File: src/rtl/wsr_pkg.sv
package wsr_pkg;
  typedef enum logic [1:0] {
    RSP_OK    = 2'b00,
    RSP_BUSY  = 2'b01,
    RSP_NODEC = 2'b10
  } rsp_e;

  typedef enum logic {
    ST_IDLE = 1'b0,
    ST_WAIT = 1'b1
  } wsr_state_e;
endpackage

File: src/rtl/wsr_wait_counter.sv
module wsr_wait_counter #(
  parameter int WAIT_W = 4
) (
  input  logic              clk,
  input  logic              rst_n,
  input  logic              load,
  input  logic              step,
  input  logic [WAIT_W-1:0] load_val,
  output logic [WAIT_W-1:0] count,
  output logic              at_zero
);
  localparam logic [WAIT_W-1:0] ONE = WAIT_W'(1);

  always_ff @(posedge clk or negedge rst_n) begin
    if (!rst_n)    count <= '0;
    else if (load) count <= load_val;
    else if (step) count <= count - ONE;
  end

  assign at_zero = (count == '0);

  // a load captures the configured value
  assert_load_value_R4: assert property (@(posedge clk) disable iff (!rst_n)
    load |=> count == $past(load_val));
  // each busy attempt in waiting takes exactly one off the count
  assert_step_down_R5: assert property (@(posedge clk) disable iff (!rst_n)
    step |=> count == $past(count) - ONE);
  // without a load or a step the count holds
  assert_count_hold_R8: assert property (@(posedge clk) disable iff (!rst_n)
    (!load && !step) |=> $stable(count));
  // stepping never starts from zero
  assert_no_underflow_R5: assert property (@(posedge clk) disable iff (!rst_n)
    step |-> !at_zero);
endmodule

File: src/rtl/wsr_fsm.sv
module wsr_fsm
  import wsr_pkg::*;
(
  input  logic       clk,
  input  logic       rst_n,
  input  logic       req_valid,
  input  logic       req_real,
  input  logic       cfg_zero,
  input  logic       cnt_zero,
  output wsr_state_e state,
  output logic       load,
  output logic       step,
  output logic       pass_real
);
  logic real_req;
  logic in_idle;
  wsr_state_e state_nx;

  assign real_req  = req_valid && req_real;
  assign in_idle   = (state == ST_IDLE);
  assign load      = real_req && in_idle && !cfg_zero;
  assign step      = real_req && !in_idle && !cnt_zero;
  assign pass_real = real_req && (in_idle ? cfg_zero : cnt_zero);

  always_comb begin
    state_nx = state;
    if (real_req) begin
      unique case (state)
        ST_IDLE: if (!cfg_zero) state_nx = ST_WAIT;
        ST_WAIT: if (cnt_zero)  state_nx = ST_IDLE;
        default: state_nx = ST_IDLE;
      endcase
    end
  end

  always_ff @(posedge clk or negedge rst_n) begin
    if (!rst_n) state <= ST_IDLE;
    else        state <= state_nx;
  end

  // a completed wait returns to idle
  assert_wait_exit_R6: assert property (@(posedge clk) disable iff (!rst_n)
    (state == ST_WAIT && real_req && cnt_zero) |=> state == ST_IDLE);
  // a nonzero count in idle enters waiting
  assert_wait_enter_R4: assert property (@(posedge clk) disable iff (!rst_n)
    (state == ST_IDLE && real_req && !cfg_zero) |=> state == ST_WAIT);
  // attempts that are not real leave the state alone
  assert_state_hold_R7: assert property (@(posedge clk) disable iff (!rst_n)
    !real_req |=> $stable(state));
endmodule

File: src/rtl/wsr_status_mux.sv
module wsr_status_mux
  import wsr_pkg::*;
(
  input  logic       req_valid,
  input  logic       req_real,
  input  logic       pass_real,
  input  logic       hold_off,
  input  logic       dec_hit,
  output logic       fire,
  output rsp_e       status
);
  assign fire = req_valid && (!req_real || pass_real);

  always_comb begin
    if (!req_valid)    status = RSP_OK;
    else if (fire)     status = dec_hit ? RSP_OK : RSP_NODEC;
    else               status = RSP_BUSY;
  end

  // a held-off real attempt is never also a completion
  always_comb begin
    if (req_valid && req_real && hold_off)
      assert_hold_no_fire_R10: assert (!fire);
  end
endmodule

File: src/rtl/wait_state_responder.sv
module wait_state_responder
  import wsr_pkg::*;
#(
  parameter int WAIT_W = 4
) (
  input  logic              clk,
  input  logic              rst_n,
  input  logic [WAIT_W-1:0] cfg_waits,
  input  logic              req_valid,
  input  logic              req_real,
  output logic              req_ready,
  output logic [1:0]        rsp_status,
  output logic              dec_fire,
  input  logic              dec_hit
);
  wsr_state_e        state;
  logic              load, step, pass_real;
  logic [WAIT_W-1:0] count;
  logic              cnt_zero;
  logic              cfg_zero;
  rsp_e              status;

  assign cfg_zero = (cfg_waits == '0);

  wsr_fsm u_fsm (
    .clk       (clk),
    .rst_n     (rst_n),
    .req_valid (req_valid),
    .req_real  (req_real),
    .cfg_zero  (cfg_zero),
    .cnt_zero  (cnt_zero),
    .state     (state),
    .load      (load),
    .step      (step),
    .pass_real (pass_real)
  );

  wsr_wait_counter #(.WAIT_W(WAIT_W)) u_cnt (
    .clk      (clk),
    .rst_n    (rst_n),
    .load     (load),
    .step     (step),
    .load_val (cfg_waits),
    .count    (count),
    .at_zero  (cnt_zero)
  );

  wsr_status_mux u_mux (
    .req_valid (req_valid),
    .req_real  (req_real),
    .pass_real (pass_real),
    .hold_off  (load || step),
    .dec_hit   (dec_hit),
    .fire      (dec_fire),
    .status    (status)
  );

  assign rsp_status = status;
  assign req_ready  = dec_fire;

  // busy answers never carry ready
  assert_busy_not_ready_R10: assert property (@(posedge clk) disable iff (!rst_n)
    (rsp_status == RSP_BUSY) |-> (!req_ready && req_valid));
  // a debug attempt always completes at once
  assert_debug_bypass_R7: assert property (@(posedge clk) disable iff (!rst_n)
    (req_valid && !req_real) |-> dec_fire);
  // a debug attempt leaves the count untouched
  assert_debug_count_R7: assert property (@(posedge clk) disable iff (!rst_n)
    (req_valid && !req_real) |=> $stable(count));
  // no reserved status code ever appears
  assert_status_legal_R2: assert property (@(posedge clk) disable iff (!rst_n)
    rsp_status != 2'b11);
  // while waiting, the count does not follow the configuration
  assert_cfg_ignored_R9: assert property (@(posedge clk) disable iff (!rst_n)
    (state == ST_WAIT && !step && !load) |=> $stable(count));
endmodule

File: config.mk
export PLATFORM = sky130hd
export DESIGN_NAME = wait_state_responder
export DESIGN_NICKNAME = d
export VERILOG_FILES = /design/src/rtl/wsr_pkg.sv /design/src/rtl/wsr_wait_counter.sv /design/src/rtl/wsr_fsm.sv /design/src/rtl/wsr_status_mux.sv /design/src/rtl/wait_state_responder.sv
export SDC_FILE = /design/constraint.sdc
export NUM_CORES = 1
export LEC_CHECK = 0
export BUFFER_PORTS_ARGS = -buffer_cell sky130_fd_sc_hd__buf_2
export CORE_AREA = 5 5 42 44
export CTS_CLUSTER_DIAMETER = 30
export DETAILED_ROUTE_END_ITERATION = 10
export DIE_AREA = 0 0 47 49
export SLEW_MARGIN = 20
export SYNTH_ARGS = -nofsm -noshare
export SYNTH_HDL_FRONTEND = slang
export SYNTH_SLANG_ARGS = --single-unit
File: constraint.sdc
create_clock -name clk -period 1.45 [get_ports clk]
set_input_delay 0.145 -clock clk [delete_from_list [all_inputs] [get_ports clk]]
set_output_delay 0.145 -clock clk [all_outputs]
set_load 0.01 [all_outputs]
==> impl_results.md, run 1 <==
* Layout cells sized above 1 at 70.6%
* Clk slew on worst S/H paths at 0.05 ns
* Max stage delay on crit path at 0.36 ns
* Post-layout min period at 1.71 ns
* Multi-input logic area at 288 µm²
* Fin crit share at 118%
* Critical Path AT at 1.56 ns
* Skew final at 0.00591 ns
* DRC violations left at 0
* Post-DP HPWL at 731 µm
* Syn. warnings at 0
* CTS tree: yes
* Io pins at 13
* Fin cells at 84
* DIE HEIGHT at 49 µm
* Max-cap violations at 0
* Total GRT Usage at 8.83%
* Routed Antenna Nets at 0
* Critical Path RT at 1.31 ns
* Worst setup EP type: output port
* Dpl ws at -0.0155 ns
* Chip Width at 47 µm
* Cells after synthesis at 39
* Crit-path cells: inv_2 > ha_4 > nor4bb_4 > buf_4 > a211o_4 > inv_4 > buf_6
* Worst r2r src: u_cnt.count[1]
* Placed instance area at 531 µm²
* Fin nets at 80
* Pins over their slew limit at 0
* Iter 0 DRT Violations at 4
* Register Area at 125 µm²
* Synth Cell Area at 408 µm²
* Power density cells at 1400 nW/µm²
* ANT cells at 0
* Worst Hold End: u_cnt.count[0]
* Reg2reg path depth at 8
* H-tree levels at 1
* Synth Net Count at 50
* Placed insts at 72
* Crit path buf inv count at 4
* Grt met3 use at 2.21%
* Syn-to-layout area delta at 68.7%
* Crit-path slowest cell: dfrtp_1
* Endpoints failing setup at 8
* Setup_tns at -1.26 ns
* Die footprint at 2300 µm²
* Maximum vdd ir drop at 0.763 mV
* Seq cells post-synth at 5
* RSZ-0062 raised after global routing: true
* Number of vias per cell at 4.60
* First-pass GRT wire length at 1410 µm
* Worst-Margin Slew at 0.423 ns
* Post-route cell area at 688 µm²
* Status: complete, but fails checks
* Via count at 386
* R2R setup slack at -0.20 ns
* Hold path depth at 3
* Final WL at 1010 µm
* Skew-Pair Late Insertion Delay at 0.25 ns
* Setup ws final at -0.257 ns
* RD Place Congestion at 0.760
* Relative slew slack at 71.7%
* # fillers at 138
* Starting Density at 29.1%
* Highest fanout seen on the critical path at 4
* LEAKAGE at 0.326 nW
* Routed wire per std cell at 12.1 µm
* Fin. Hold Viols at 0
* IO Port Bufs at 12
* Hold_sp: cfg_waits[0]
* Crit Reg-Reg Endpoint: u_cnt.count[0]
* Failing checks: setup timing
* Root Driver: clkbuf_4
* Total Power at 0.962 mW
* Drt pass-1 iters at 4
* Row cnt at 14
* Total gr overflow at 0
* Crit-path leading delay family: buffers and inverters
* Core footprint at 1400 µm²
* Min-delay worst type: in2reg
* Fmax at 586 MHz
* Syn_area_per_cell at 10.5 µm²
* Most crowded layer after global routing: met2
* Seq/Total Area, Yosys at 30.7%
* Yosys cell types at 20
* M1 GR Usage at 9.31%
* Met2 GRT Util at 14.0%
* Vias in the first global route at 353
* CP Launch Type: flop
* Largest net degree at the start of global routing at 8
* Initial antenna violation count at 0
* TritonCTS Buffers at 3
* Crit Path Class: reg2out
* Max clock buf depth at 2
* CTS sink cnt at 5
## how the worst max path moves through the flow
stage | startpoint | to | slack [ns] | depth (start not counted)
after floorplan | u_cnt.count[0] | rsp_status[1] | 0.004 | 6
after global placement | u_cnt.count[0] | rsp_status[1] | -0.02 | 7
after detailed placement | u_cnt.count[0] | rsp_status[1] | -0.02 | 7
after CTS | u_cnt.count[1] | rsp_status[1] | -0.25 | 7
after global routing | u_cnt.count[1] | rsp_status[1] | -0.38 | 7
final | u_cnt.count[1] | rsp_status[0] | -0.26 | 7
## cells in the final DEF, fill, tap and decap left out
master and instances:
inv_4 1, a22oi_2 3, nor4bb_4 1, nor2b_4 1, inv_1 3, o31ai_1 1, nor4_4 1, a21boi_2 1
nand2_2 1, a21oi_2 1, ha_4 1, inv_2 3, clkbuf_1 1, a211o_4 1, buf_4 11, dfrtp_1 5
o21ai_2 3, nand2_1 5, nor3_4 1, clkbuf_4 3, ha_1 1, mux2i_1 3, buf_2 8, buf_6 6
nor3_2 1, dlygate4sd3_1 1
## per-stage QoR
stage / utilization, % / hold WS [ns]
floorplan: - / -0.151
global placement: 37.9 / -0.0314
detailed placement: 37.9 / -0.0290
CTS: 43.3 / 0.183
global route: 49.1 / 0.176
finish: 49.1 / 0.177
## layer usage
metal,part of all wire [%],up-vias
met5,0,-
met3,5.8,2
met1,41,177
met2,53,12
li1,-,195
met4,0.89,0
## sequential cells by signal, summed over array words and instances, names as in the netlist
| name | cells |
|---|---|
| u_cnt.count | 4 |
| u_fsm.state | 1 |
## synth_stat cells
cell | instances | area share, %
a211o_4 | 1 | 4.3
a21boi_2 | 1 | 2.8
a21oi_2 | 1 | 2.1
a22oi_1 | 1 | 1.8
a22oi_2 | 2 | 6.1
buf_4 | 1 | 1.8
dfrtp_1 | 5 | 31
ha_1 | 2 | 6.1
inv_1 | 5 | 4.6
inv_2 | 1 | 0.92
inv_4 | 1 | 1.5
mux2i_1 | 3 | 7.4
nand2_1 | 6 | 5.5
nor2b_2 | 1 | 2.1
nor3_1 | 1 | 1.2
nor3_4 | 1 | 4.0
nor4_4 | 1 | 5.2
nor4bb_4 | 1 | 6.1
o21ai_0 | 3 | 3.7
o31ai_1 | 1 | 1.8
## worst register-to-register path: cells and delay by family, from the launching register on
| family | cells | cell delay (ns) |
|---|---|---|
| AO/OA/AOI/OAI | 3 | 0.53 |
| adder cells (fa/ha/maj) | 1 | 0.15 |
| buffers and inverters | 3 | 0.34 |
| flip-flops | 1 | 0.36 |
| AND/OR/NAND/NOR | 1 | 0.15 |
## timing repair
item	in CTS	in global routing
endpoints found under the hold margin	5	0
resized for setup	5	14
hold buffers	1	0
buffers inserted	2	5
pin swaps	1	4
setup endpoints to repair	5	7
## where the power goes
part	total (mW)	leakage [nW]	switching, mW	internal [mW]
Clock	0.166	0.0150	0.0619	0.104
Sequential	0.248	0.0574	0.0533	0.195
Combinational	0.548	0.254	0.243	0.306
## kinds of logic (layout without fill, tap and decap cells)
group,Yosys count,in the layout,synth area share (%)
flip-flops,5,5,30.7
AND/OR/NAND/NOR,11,11,24.2
adder cells (fa/ha/maj),2,2,6.13
multiplexers,3,3,7.36
buffers and inverters,8,37,8.90
AO/OA/AOI/OAI,10,10,22.7
## final cells by class
class | instances | area share, %
sequential | 5 | 18.2
clock buffer | 4 | 3.82
multi-input combinational | 26 | 41.8
tap | 16 | 2.91
timing repair buffer | 26 | 29.1
inverter | 7 | 4.18
(Power assumes the default switching activity.)
==> run 2: changes to the inputs <==
PLACE_DENSITY = 0.54   (was not set)
TNS_END_PERCENT = 30   (was not set)
==> run 2 against run 1 <==
  * Largest power group unchanged
  * The run still ends with setup timing left
  * Design area shrank 2.4%
  * Fmax down 2.0%
  * Global-route usage up 1.1 points
==> impl_results.md, run 2 (same netlist as run 1, synthesis figures left out) <==
* Status: complete, but fails checks
* Failing checks: setup timing
* Final Util at 47.9%
* Critical path startpoint: u_cnt.count[1]
* Skew-Pair Late Insertion Delay at 0.25 ns
* Critical Path AT at 1.60 ns
* Max clock buf depth at 2
* CP Launch Type: flop
* Via count at 392
* Post-layout min period at 1.74 ns
* Chip Width at 47 µm
* Worst-Margin Slew at 0.363 ns
* Setup ws final at -0.292 ns
* RD Place Congestion at 0.732
* Reg2reg path depth at 9
* IO Port Bufs at 12
* CTS tree: yes
* CTS sink cnt at 5
* Crit Path Class: reg2out
* Max-cap violations at 0
* Top flop regs: u_cnt.count (4), u_fsm.state (1)
* Worst r2r src: u_cnt.count[1]
* Post-DP HPWL at 715 µm
* Max FFs per register at 4
* Fmax at 574 MHz
* Placed insts at 73
* Total gr overflow at 0
* Int Power at 0.611 mW
* Switch Pwr at 0.336 mW
* H-tree levels at 1
* Final WL at 993 µm
* R2R setup slack at -0.18 ns
* Root Driver: clkbuf_4
* LEAKAGE at 0.330 nW
* Routed wire per std cell at 11.5 µm
* Commonest non-fill, non-tap cell in the layout: buf_4
* Total GRT Usage at 9.90%
* Row cnt at 14
* Iter 0 DRT Violations at 4
* Io pins at 13
* Fin crit share at 120%
* ANT cells at 0
* TritonCTS Buffers at 3
* Skew final at 0.00458 ns
* Power density cells at 1410 nW/µm²
* Min-delay worst type: in2reg
* Drt pass-1 iters at 4
* Pins over their slew limit at 0
* Layout cells sized above 1 at 62.9%
* Crit path capture: rsp_status[0]
* DIE HEIGHT at 49 µm
* Maximum vdd ir drop at 0.586 mV
* Worst setup EP type: output port
* First-pass GRT wire length at 1590 µm
* Sw frac at 35.5%
* RSZ-0062 raised after global routing: true
* Clock share of power at 17.6%
* Routed Antenna Nets at 0
* Die footprint at 2300 µm²
* Initial antenna violation count at 0
* DRC violations left at 0
* Vias in the first global route at 361
* Fin. Hold Viols at 0
* Combinational Power Share at 56.2%
* Hold_ws at 0.169 ns
* Most flop-heavy register: u_cnt.count
* Relative slew slack at 75.7%
* Fin cells at 86
* Core footprint at 1400 µm²
* Syn-to-layout area delta at 64.7%
* Highest fanout seen on the critical path at 6
* Number of vias per cell at 4.56
* Largest net degree at the start of global routing at 8
* Crit Reg-Reg Endpoint: u_cnt.count[3]
* Clk slew on worst S/H paths at 0.05 ns
* Starting Density at 29.1%
* Critical Path RT at 1.31 ns
* Reg power frac at 26.3%
* Fin nets at 82
* Leading cell types in the layout, fill and taps excluded: buf_4, buf_2, nand2_1
* Endpoints failing setup at 7
run 2: cell types whose count changed in the layout (fill, tap and decap cells not counted), sizes merged:
cell | previous run | this run
buf | 25 | 27
run 2: worst min path at each step:
stage	to	depth (start not counted)	slack (ns)	start
after global placement	u_cnt.count[3]	1	-0.03	rst_n
after floorplan	u_cnt.count[0]	0	-0.15	rst_n
final	u_cnt.count[0]	3	0.17	cfg_waits[0]
after detailed placement	u_cnt.count[3]	1	-0.03	rst_n
after global routing	u_cnt.count[0]	3	0.20	cfg_waits[0]
after CTS	u_cnt.count[0]	3	0.17	cfg_waits[0]
run 2: what timing repair did:
item | CTS | global route
hold buffers | 1 | 0
pin swaps | 1 | 2
hold endpoints to repair | 5 | 0
setup buffers | 2 | 6
gates resized for setup | 7 | 4
endpoints found under the setup margin | 7 | 7
run 2: critical path, cell delays in order, from the launching register on:
cell and delay, ns:
dfrtp_1 0.36, inv_2 0.07, ha_4 0.15, nor4bb_4 0.15, buf_4 0.14, a211o_4 0.30, inv_4 0.08, buf_6 0.10
run 2: power groups by stage:
stage               Combinational, mW  Sequential [mW]  Clock, mW
CTS                             0.422            0.247      0.171
global route                    0.588            0.254      0.182
floorplan                       0.217            0.250          0
global placement                0.387            0.244          0
finish                          0.532            0.249      0.167
detailed placement              0.387            0.246          0
run 2: layout make-up:
| cell class | instances | area [µm²] |
|---|---|---|
| Tap cell | 16 | 20.0 |
| Fill cell | 142 | 729 |
| Inverter | 7 | 28.8 |
| Clock buffer | 4 | 26.3 |
| Timing Repair Buffer | 28 | 208 |
| Multi-Input combinational cell | 26 | 264 |
| Sequential cell | 5 | 125 |
run 2: stage by stage:
stage	worst slack, ns	instance area (µm²)	total power [mW]	setup TNS [ns]
floorplan	0.00394	413	0.466	0
global placement	-0.0203	538	0.630	-0.0203
detailed placement	-0.0397	538	0.632	-0.0475
CTS	-0.263	614	0.840	-0.943
global route	-0.382	672	1.02	-2.06
finish	-0.292	672	0.947	-1.39
run 2: per-layer routing:
layer	track usage, %	share of wire (%)	up-vias
met5	0	0	-
li1	-	-	199
met2	12.9	45	15
met1	13.1	45	173
met4	8.29	3.6	0
met3	2.21	6.9	5
